[config.mk]
export PLATFORM = sky130hd
export DESIGN_NAME = brev_agu
export DESIGN_NICKNAME = d
export VERILOG_FILES = /design/src/rtl/brev_pkg.sv /design/src/rtl/brev_ctrl.sv /design/src/rtl/brev_datapath.sv /design/src/rtl/brev_agu.sv
export SDC_FILE = /design/constraint.sdc
export NUM_CORES = 1
export LEC_CHECK = 0
export BUFFER_PORTS_ARGS = -buffer_cell sky130_fd_sc_hd__buf_2
export CAP_MARGIN = 20
export CORE_ASPECT_RATIO = 1.1
export CORE_MARGIN = 2
export CORE_UTILIZATION = 35
export CTS_CLUSTER_SIZE = 20
export DETAILED_ROUTE_END_ITERATION = 12
export PLACE_DENSITY = 0.6
export SLEW_MARGIN = 20
export SYNTH_ARGS = -nofsm -noshare
export SYNTH_HDL_FRONTEND = slang
export SYNTH_HIERARCHICAL = 1
export SYNTH_SLANG_ARGS = --single-unit
[constraint.sdc]
create_clock -name clk -period 4.15 [get_ports clk]
set_input_delay 0.83 -clock clk [delete_from_list [all_inputs] [get_ports clk]]
set_output_delay 0.83 -clock clk [all_outputs]
set_load 0.05 [all_outputs]
[src/rtl/brev_pkg.sv]
package brev_pkg;
  // Strobes handed from control to datapath for one request
  typedef struct packed {
    logic capture;   // request present this cycle
    logic useBrev;   // apply mirror addition
    logic useMod;    // apply modulo wrap to the plain step
    logic wide;      // 32-bit elements
    logic pre;       // pre-modify
  } agu_strobe_t;
endpackage

[src/rtl/brev_ctrl.sv]
module brev_ctrl
  import brev_pkg::*;
#(
  parameter int PIV_W = 15
) (
  input  logic               clk,
  input  logic               rstN,
  input  logic               cfgWrEn,
  input  logic [PIV_W:0]     cfgWrData,
  input  logic               reqValid,
  input  logic               wideData,
  input  logic               preModify,
  input  logic               modEn,
  output agu_strobe_t        strobe,
  output logic [PIV_W-1:0]   pivot
);
  localparam int CFG_W  = PIV_W + 1;
  localparam int EN_BIT = PIV_W;

  logic [CFG_W-1:0] stagedCfg;
  logic [CFG_W-1:0] activeCfg;
  logic             enFlag;

  // Two-stage path: a write lands in the staging copy, then the live copy
  always_ff @(posedge clk) begin
    if (!rstN) begin
      stagedCfg <= '0;
      activeCfg <= '0;
    end else begin
      activeCfg <= stagedCfg;
      if (cfgWrEn) stagedCfg <= cfgWrData;
    end
  end

  assign enFlag = activeCfg[EN_BIT];
  assign pivot  = activeCfg[PIV_W-1:0];

  always_comb begin
    strobe.capture = reqValid;
    strobe.useBrev = reqValid & enFlag;
    strobe.useMod  = reqValid & modEn & ~enFlag;
    strobe.wide    = wideData;
    strobe.pre     = preModify;
  end
endmodule

[src/rtl/brev_datapath.sv]
module brev_datapath
  import brev_pkg::*;
#(
  parameter int AW    = 16,
  parameter int PIV_W = 15
) (
  input  logic             clk,
  input  logic             rstN,
  input  agu_strobe_t      strobe,
  input  logic [PIV_W-1:0] pivot,
  input  logic [AW-1:0]    ptrIn,
  input  logic [AW-1:0]    modStart,
  input  logic [AW-1:0]    modEnd,
  output logic             respValid,
  output logic [AW-1:0]    effAddr,
  output logic [AW-1:0]    ptrNext,
  output logic             brevUsed
);
  logic [AW-1:0] pivBytes;
  logic [AW-1:0] alignMask;
  logic [AW-1:0] ptrRev, pivRev, sumRev, mirSum;
  logic [AW-1:0] stepSum, plainNext, brevNext, nextPtr, addrOut;

  // Pivot scaled from elements to bytes
  assign pivBytes  = strobe.wide ? AW'({pivot, 2'b00}) : AW'({pivot, 1'b0});
  assign alignMask = strobe.wide ? {{(AW-2){1'b1}}, 2'b00} : {{(AW-1){1'b1}}, 1'b0};

  // Mirror addition: reverse operands, add, reverse back
  for (genvar b = 0; b < AW; b++) begin : g_mirror
    assign ptrRev[b] = ptrIn[AW-1-b];
    assign pivRev[b] = pivBytes[AW-1-b];
    assign mirSum[b] = sumRev[AW-1-b];
  end
  assign sumRev   = ptrRev + pivRev;
  assign brevNext = mirSum & alignMask;

  // Plain step with optional window wrap
  assign stepSum   = ptrIn + (strobe.wide ? AW'(4) : AW'(2));
  assign plainNext = (strobe.useMod && (ptrIn >= modEnd)) ? modStart : stepSum;

  assign nextPtr = strobe.useBrev ? brevNext : plainNext;
  assign addrOut = strobe.pre     ? nextPtr
                 : (strobe.useBrev ? (ptrIn & alignMask) : ptrIn);

  always_ff @(posedge clk) begin
    if (!rstN) begin
      respValid <= 1'b0;
      effAddr   <= '0;
      ptrNext   <= '0;
      brevUsed  <= 1'b0;
    end else begin
      respValid <= strobe.capture;
      if (strobe.capture) begin
        effAddr  <= addrOut;
        ptrNext  <= nextPtr;
        brevUsed <= strobe.useBrev;
      end
    end
  end
endmodule

[src/rtl/brev_agu.sv]
module brev_agu
  import brev_pkg::*;
#(
  parameter int AW    = 16,
  parameter int PIV_W = 15
) (
  input  logic            clk,
  input  logic            rstN,
  input  logic            cfgWrEn,
  input  logic [PIV_W:0]  cfgWrData,
  input  logic            reqValid,
  input  logic [AW-1:0]   ptrIn,
  input  logic            wideData,
  input  logic            preModify,
  input  logic            modEn,
  input  logic [AW-1:0]   modStart,
  input  logic [AW-1:0]   modEnd,
  output logic            respValid,
  output logic [AW-1:0]   effAddr,
  output logic [AW-1:0]   ptrNext,
  output logic            brevUsed
);
  agu_strobe_t      strobe;
  logic [PIV_W-1:0] pivot;

  brev_ctrl #(.PIV_W(PIV_W)) u_ctrl (
    .clk(clk), .rstN(rstN), .cfgWrEn(cfgWrEn), .cfgWrData(cfgWrData),
    .reqValid(reqValid), .wideData(wideData), .preModify(preModify),
    .modEn(modEn), .strobe(strobe), .pivot(pivot)
  );

  brev_datapath #(.AW(AW), .PIV_W(PIV_W)) u_dp (
    .clk(clk), .rstN(rstN), .strobe(strobe), .pivot(pivot), .ptrIn(ptrIn),
    .modStart(modStart), .modEnd(modEnd), .respValid(respValid),
    .effAddr(effAddr), .ptrNext(ptrNext), .brevUsed(brevUsed)
  );
endmodule

### Yosys cells after proc, flatten, opt, wreduce, memory -nomap -nowiden

Cells that the tools add are included.

| storage, ports and cells | value |
|---|---|
| output and inout bits | 34 |
| input port bits | 71 |
| register bits after elaboration | 66 |
| word-level logic and storage cells | 23 |

| cells by class | value |
|---|---|
| $lt $le $gt $ge | 1 |
| mux-type cells | 7 |
| add/sub/neg operators | 2 |
| reductions and logical operators | 1 |
| bitwise logic cells | 6 |

Operators by type and width:

| cell | number |
|---|---|
| $mux W16 | 5 |
| $add A16 B16 Y16 | 2 |
| $and A16 B16 Y16 | 2 |
| $ge A16 B16 Y1 | 1 |
| $and A1 B1 Y1 | 3 |
| $mux W3 | 1 |
| $mux W2 | 1 |
| $logic_and A1 B1 Y1 | 1 |
| $not A1 Y1 | 1 |

### Depth between registers and ports, before layout

| logic depth | value |
|---|---|
| word-level depth | 6 |
| mapped depth | 15 |
| gate-level depth less buffers | 11 |

### Modules after synthesis

The synthesis kept the hierarchy.

Modules (own cells, without submodules):

| module | cells an instance | seq. area each (um^2) | times used | area each (um^2) |
|---|---|---|---|---|
| brev_datapath | 393 | 680.7 | 1 | 3150.5 |
| brev_ctrl | 106 | 640.6 | 1 | 1192.4 |

### Worst setup path before layout

OpenSTA, ideal clock, no wires.

| path | value |
|---|---|
| kind | input to register |
| start | in wideData |
| end | reg u_dp.effAddr[3] |
| required time | 4.019 ns |
| arrival | 3.465 ns |
| slack | 0.554 ns |
| cell stages on the path | 14 |
| cells stage by stage | buf_4 > clkbuf_1 > clkbuf_1 > mux2_2 > ha_1 > inv_1 > fa_1 > nand2b_1 > a21o_1 > a31o_2 > a31oi_1 > xor2_1 > a221oi_1 > o21ai_0 |

| on the way | value |
|---|---|
| longest elaborated chain between the ends | 5 |
| elaborated cells between the ends (all ways) | 8 |

RTL lines:

| element | RTL line | source |
|---|---|---|
| start: declaration | brev_agu.sv:13 | `input logic wideData,` |
| $mux W3 or $mux W16 (tied branches) | brev_datapath.sv:38, brev_datapath.sv:25 |  |
| $add A16 B16 Y16 (on tied branches) | brev_datapath.sv:38, brev_datapath.sv:34 |  |
| $mux W16 or $and A16 B16 Y16 (tied branches) | brev_datapath.sv:39, brev_datapath.sv:35 |  |
| $mux W16 * | brev_datapath.sv:41 | `assign nextPtr = strobe.useBrev ? brevNext : plainNext;` |
| $mux W16 * | brev_datapath.sv:42 | `assign addrOut = strobe.pre ? nextPtr` |
| end signal: assignment | brev_datapath.sv:54 | `effAddr <= addrOut;` |
| end: declaration | brev_datapath.sv:15 | `output logic [AW-1:0] effAddr,` |

Every way passes the cells marked *; elsewhere a longest branch is shown, timed or not.
A chain may end at the register's enable or synchronous reset.

### Worst setup path after layout

| path | value |
|---|---|
| start | in wideData |
| end | reg u_dp.effAddr[13] |

The elaborated chain is that of the path after synthesis.

==> metrics <==
Post-Syn Instances=499; Post-Route Utilization=0.423; # diodes=0; number of max-cap violations=0; worst slew pin tran=0.714 ns; Crit Path Class=primary input to flop; Max Clk Rate=307 MHz; CP top delay family=compound AO/OA/AOI/OAI gates; vias in the first global route=3612; Final ANT Viol Nets=0; Slew Viols, Final=0; clock power share=0.392; grt total ovfl=0; first-pass GRT wire length=18.1 mm; largest net degree at the start of global routing=41; crit start category=primary input; Post CTS Setup Buffer Count=0; Core ar.=0.0121 sq mm; Die Area=0.0133 sq mm; wire length on met2=5.23 mm; post-synthesis mux area share=0.0821; clk_skew=0.00624 ns; CTS root buffer=clkbuf_16; Worst path most repeated cell=inv_1; layout cells sized above 1=0.253; Period minus WS final=3.26 ns; Top Metal Used=met4; Final #Nets=681; Synth Area in XOR/XNOR=0.0464; initial antenna violation count=0; Clk Latency, worst-skew pair=0.32 ns; worst path cell trace=buf_2 > inv_1 > ha_1 > inv_1 > fa_1 > and3b_1 > and3_1 > a21o_1 > a21oi_1 > a221oi_1 > o21ai_1 > and2_1; Cell Area, Synth=0.00434 sq mm; Reg clk slew, reported paths=0.05 ns; Via density=5.18; Top Ports=105; Async S/R FF share, synth=0; Post-Synth Adder-Cell Area=0.101; simple-gate share of the synthesized area=0.173; largest family of logic cells by synthesized area=compound AO/OA/AOI/OAI gates; dominant synthesized flop cell=dfxtp_1; leading cell types in the layout, fill and taps excluded=buf_2 (104), dfxtp_1 (66), nand2_1 (46), ha_1 (32), o21ai_0 (31); Total GRT Usage=0.175; net count after synthesis=604; CTS tree=yes; Routed WL per cell=15.8 um; hold_buf cts=0; EDFF count, synth=0; total CTS buffers=9; fin crit share=0.785; num rows=42; post-CTS resize count=0; pwr/cell area=363 mW/mm^2; Switching Fraction=0.296; area delta synth->final=17.9%; chip width=110 um; H-tree Lvls=3; Synth cell types=58; Syn Area/Cell=8.70 sq um; clock buffer depth=2; Setup violations, final=0; Synth Register Bits=66; commonest non-fill, non-tap cell in the layout=buf_2; YS warnings=6; CP arrival=3.47 ns; post-route cell area=0.00512 sq mm; Comb pwr share=0.232; Hold Crit Class=flop to flop; status=completed; cell leakage power=2.36 nW; drt first pass iters=6; Critical Path RT=4.36 ns; WP buf/inv=3; Initial Util=0.359; Met3 Wirelength=689 um; initial drt markers=228; via count=3800; Setup TNS=0 ns; Post-DP HPWL=9.19 mm; Synth Area in Compound Gates=0.209; met1 wire length=5.50 mm; Sequential Power Share=0.375; Worst Path Max Fanout=17; number of port buffers=104; Worst path slowest cell=a221oi_1; DRC viols=0; Slowest Stage Delay on Critical Path=0.49 ns; placed cell area=0.00483 sq mm; # clock sinks=66; RSZ-0062 raised after global routing=no; Slew Limit Headroom=0.523; register area share after synthesis=0.304; Die Y=121 um; Max VDD drop=0.170 mV; Internal Power=0.00131 W; Final Hold Viols=0; Critical Path End Type=flop; final RePlAce weighted congestion=0.916; switching pwr=0.000549 W; Post-Route WL=11.6 mm
[final cells by class]
type	count	area, sq um
clock inverter	3	40.0
tap	154	193
sequential	66	1320
fill	1231	6970
timing repair buffer	107	543
clock buffer	12	246
multi-input combinational	361	2660
inverter	31	116
[through the flow]
stage | instances | setup WS (ns) | total power (W) | hold WS, ns
2_1_floorplan | 499 | 0.554 | 0.00102 | 0.429
3_3_place_gp | 719 | 0.683 | 0.00113 | 0.431
3_5_place_dp | 719 | 0.636 | 0.00114 | 0.436
4_1_cts | 734 | 0.943 | 0.00187 | 0.444
5_1_grt | 734 | 0.784 | 0.00194 | 0.480
6_report | 734 | 0.891 | 0.00186 | 0.447
[synthesized netlist by cell type (4+ instances only)]
cell type | number | area share
nand2b_1 | 8 | 0.012
o21ai_1 | 4 | 0.0046
xnor2_1 | 13 | 0.026
o211ai_1 | 8 | 0.014
and3_1 | 7 | 0.010
o21ai_0 | 31 | 0.036
dfxtp_1 | 66 | 0.30
mux2i_1 | 21 | 0.048
inv_1 | 30 | 0.026
nand3_1 | 8 | 0.0092
buf_4 | 18 | 0.031
a32o_1 | 6 | 0.014
clkbuf_1 | 18 | 0.016
a21oi_1 | 25 | 0.029
ha_1 | 32 | 0.092
nor2b_1 | 26 | 0.037
a31oi_1 | 4 | 0.0058
mux2_2 | 13 | 0.034
nor2_1 | 11 | 0.0095
nand4_1 | 4 | 0.0058
o2bb2ai_1 | 10 | 0.020
a21o_1 | 4 | 0.0069
and2_1 | 21 | 0.030
nand2_1 | 46 | 0.040
xor2_1 | 10 | 0.020
o21a_1 | 4 | 0.0069
[flip-flops by register name, indices dropped and copies added (netlist names)]
| name | count |
|---|---|
| u_ctrl/activeCfg | 16 |
| u_ctrl/stagedCfg | 16 |
| u_dp/brevUsed | 1 |
| u_dp/effAddr | 16 |
| u_dp/ptrNext | 16 |
| u_dp/respValid | 1 |
[worst paths after layout]
check	startpoint	to	slack, ns	cells past startpoint
setup / recovery	wideData	u_dp/effAddr[13]	0.89	12
hold / removal	u_dp/ptrNext[7]	u_dp/ptrNext[7]	0.45	2
setup reg to reg	u_ctrl/activeCfg[13]	u_dp/effAddr[3]	1.60	11
hold reg to reg	u_dp/ptrNext[7]	u_dp/ptrNext[7]	0.45	2
[logic make-up after synthesis]
group | count (synthesis)
multiplexers | 34
adder cells (fa/ha/maj) | 34
buffers and inverters | 72
flip-flops | 66
AO/OA/AOI/OAI | 128
XOR/XNOR | 23
AND/OR/NAND/NOR | 142
[routing by layer]
layer / global-route usage / vias to the layer above
li1: - / 1902
met1: 0.237 / 1749
met2: 0.276 / 135
met3: 0.0350 / 14
met4: 0.0570 / 0
met5: 0 / -
[worst register-to-register path: stages (launching register included)]
cell      delay, ns
dfxtp_1        0.33
mux2_2         0.17
ha_1           0.18
inv_1          0.06
fa_1           0.37
nand2b_1       0.19
a21o_1         0.20
a31o_2         0.23
a31oi_1        0.16
xor2_1         0.10
a221oi_1       0.32
o21ai_0        0.13
[power by group through the flow]
stage	logic [W]	clock network, W	registers [W]
2_1_floorplan	0.000222	0	0.000794
3_3_place_gp	0.000422	0	0.000709
3_5_place_dp	0.000430	0	0.000710
4_1_cts	0.000431	0.000746	0.000696
5_1_grt	0.000469	0.000773	0.000701
6_report	0.000432	0.000729	0.000697
Power figures use the tool's default switching activity.
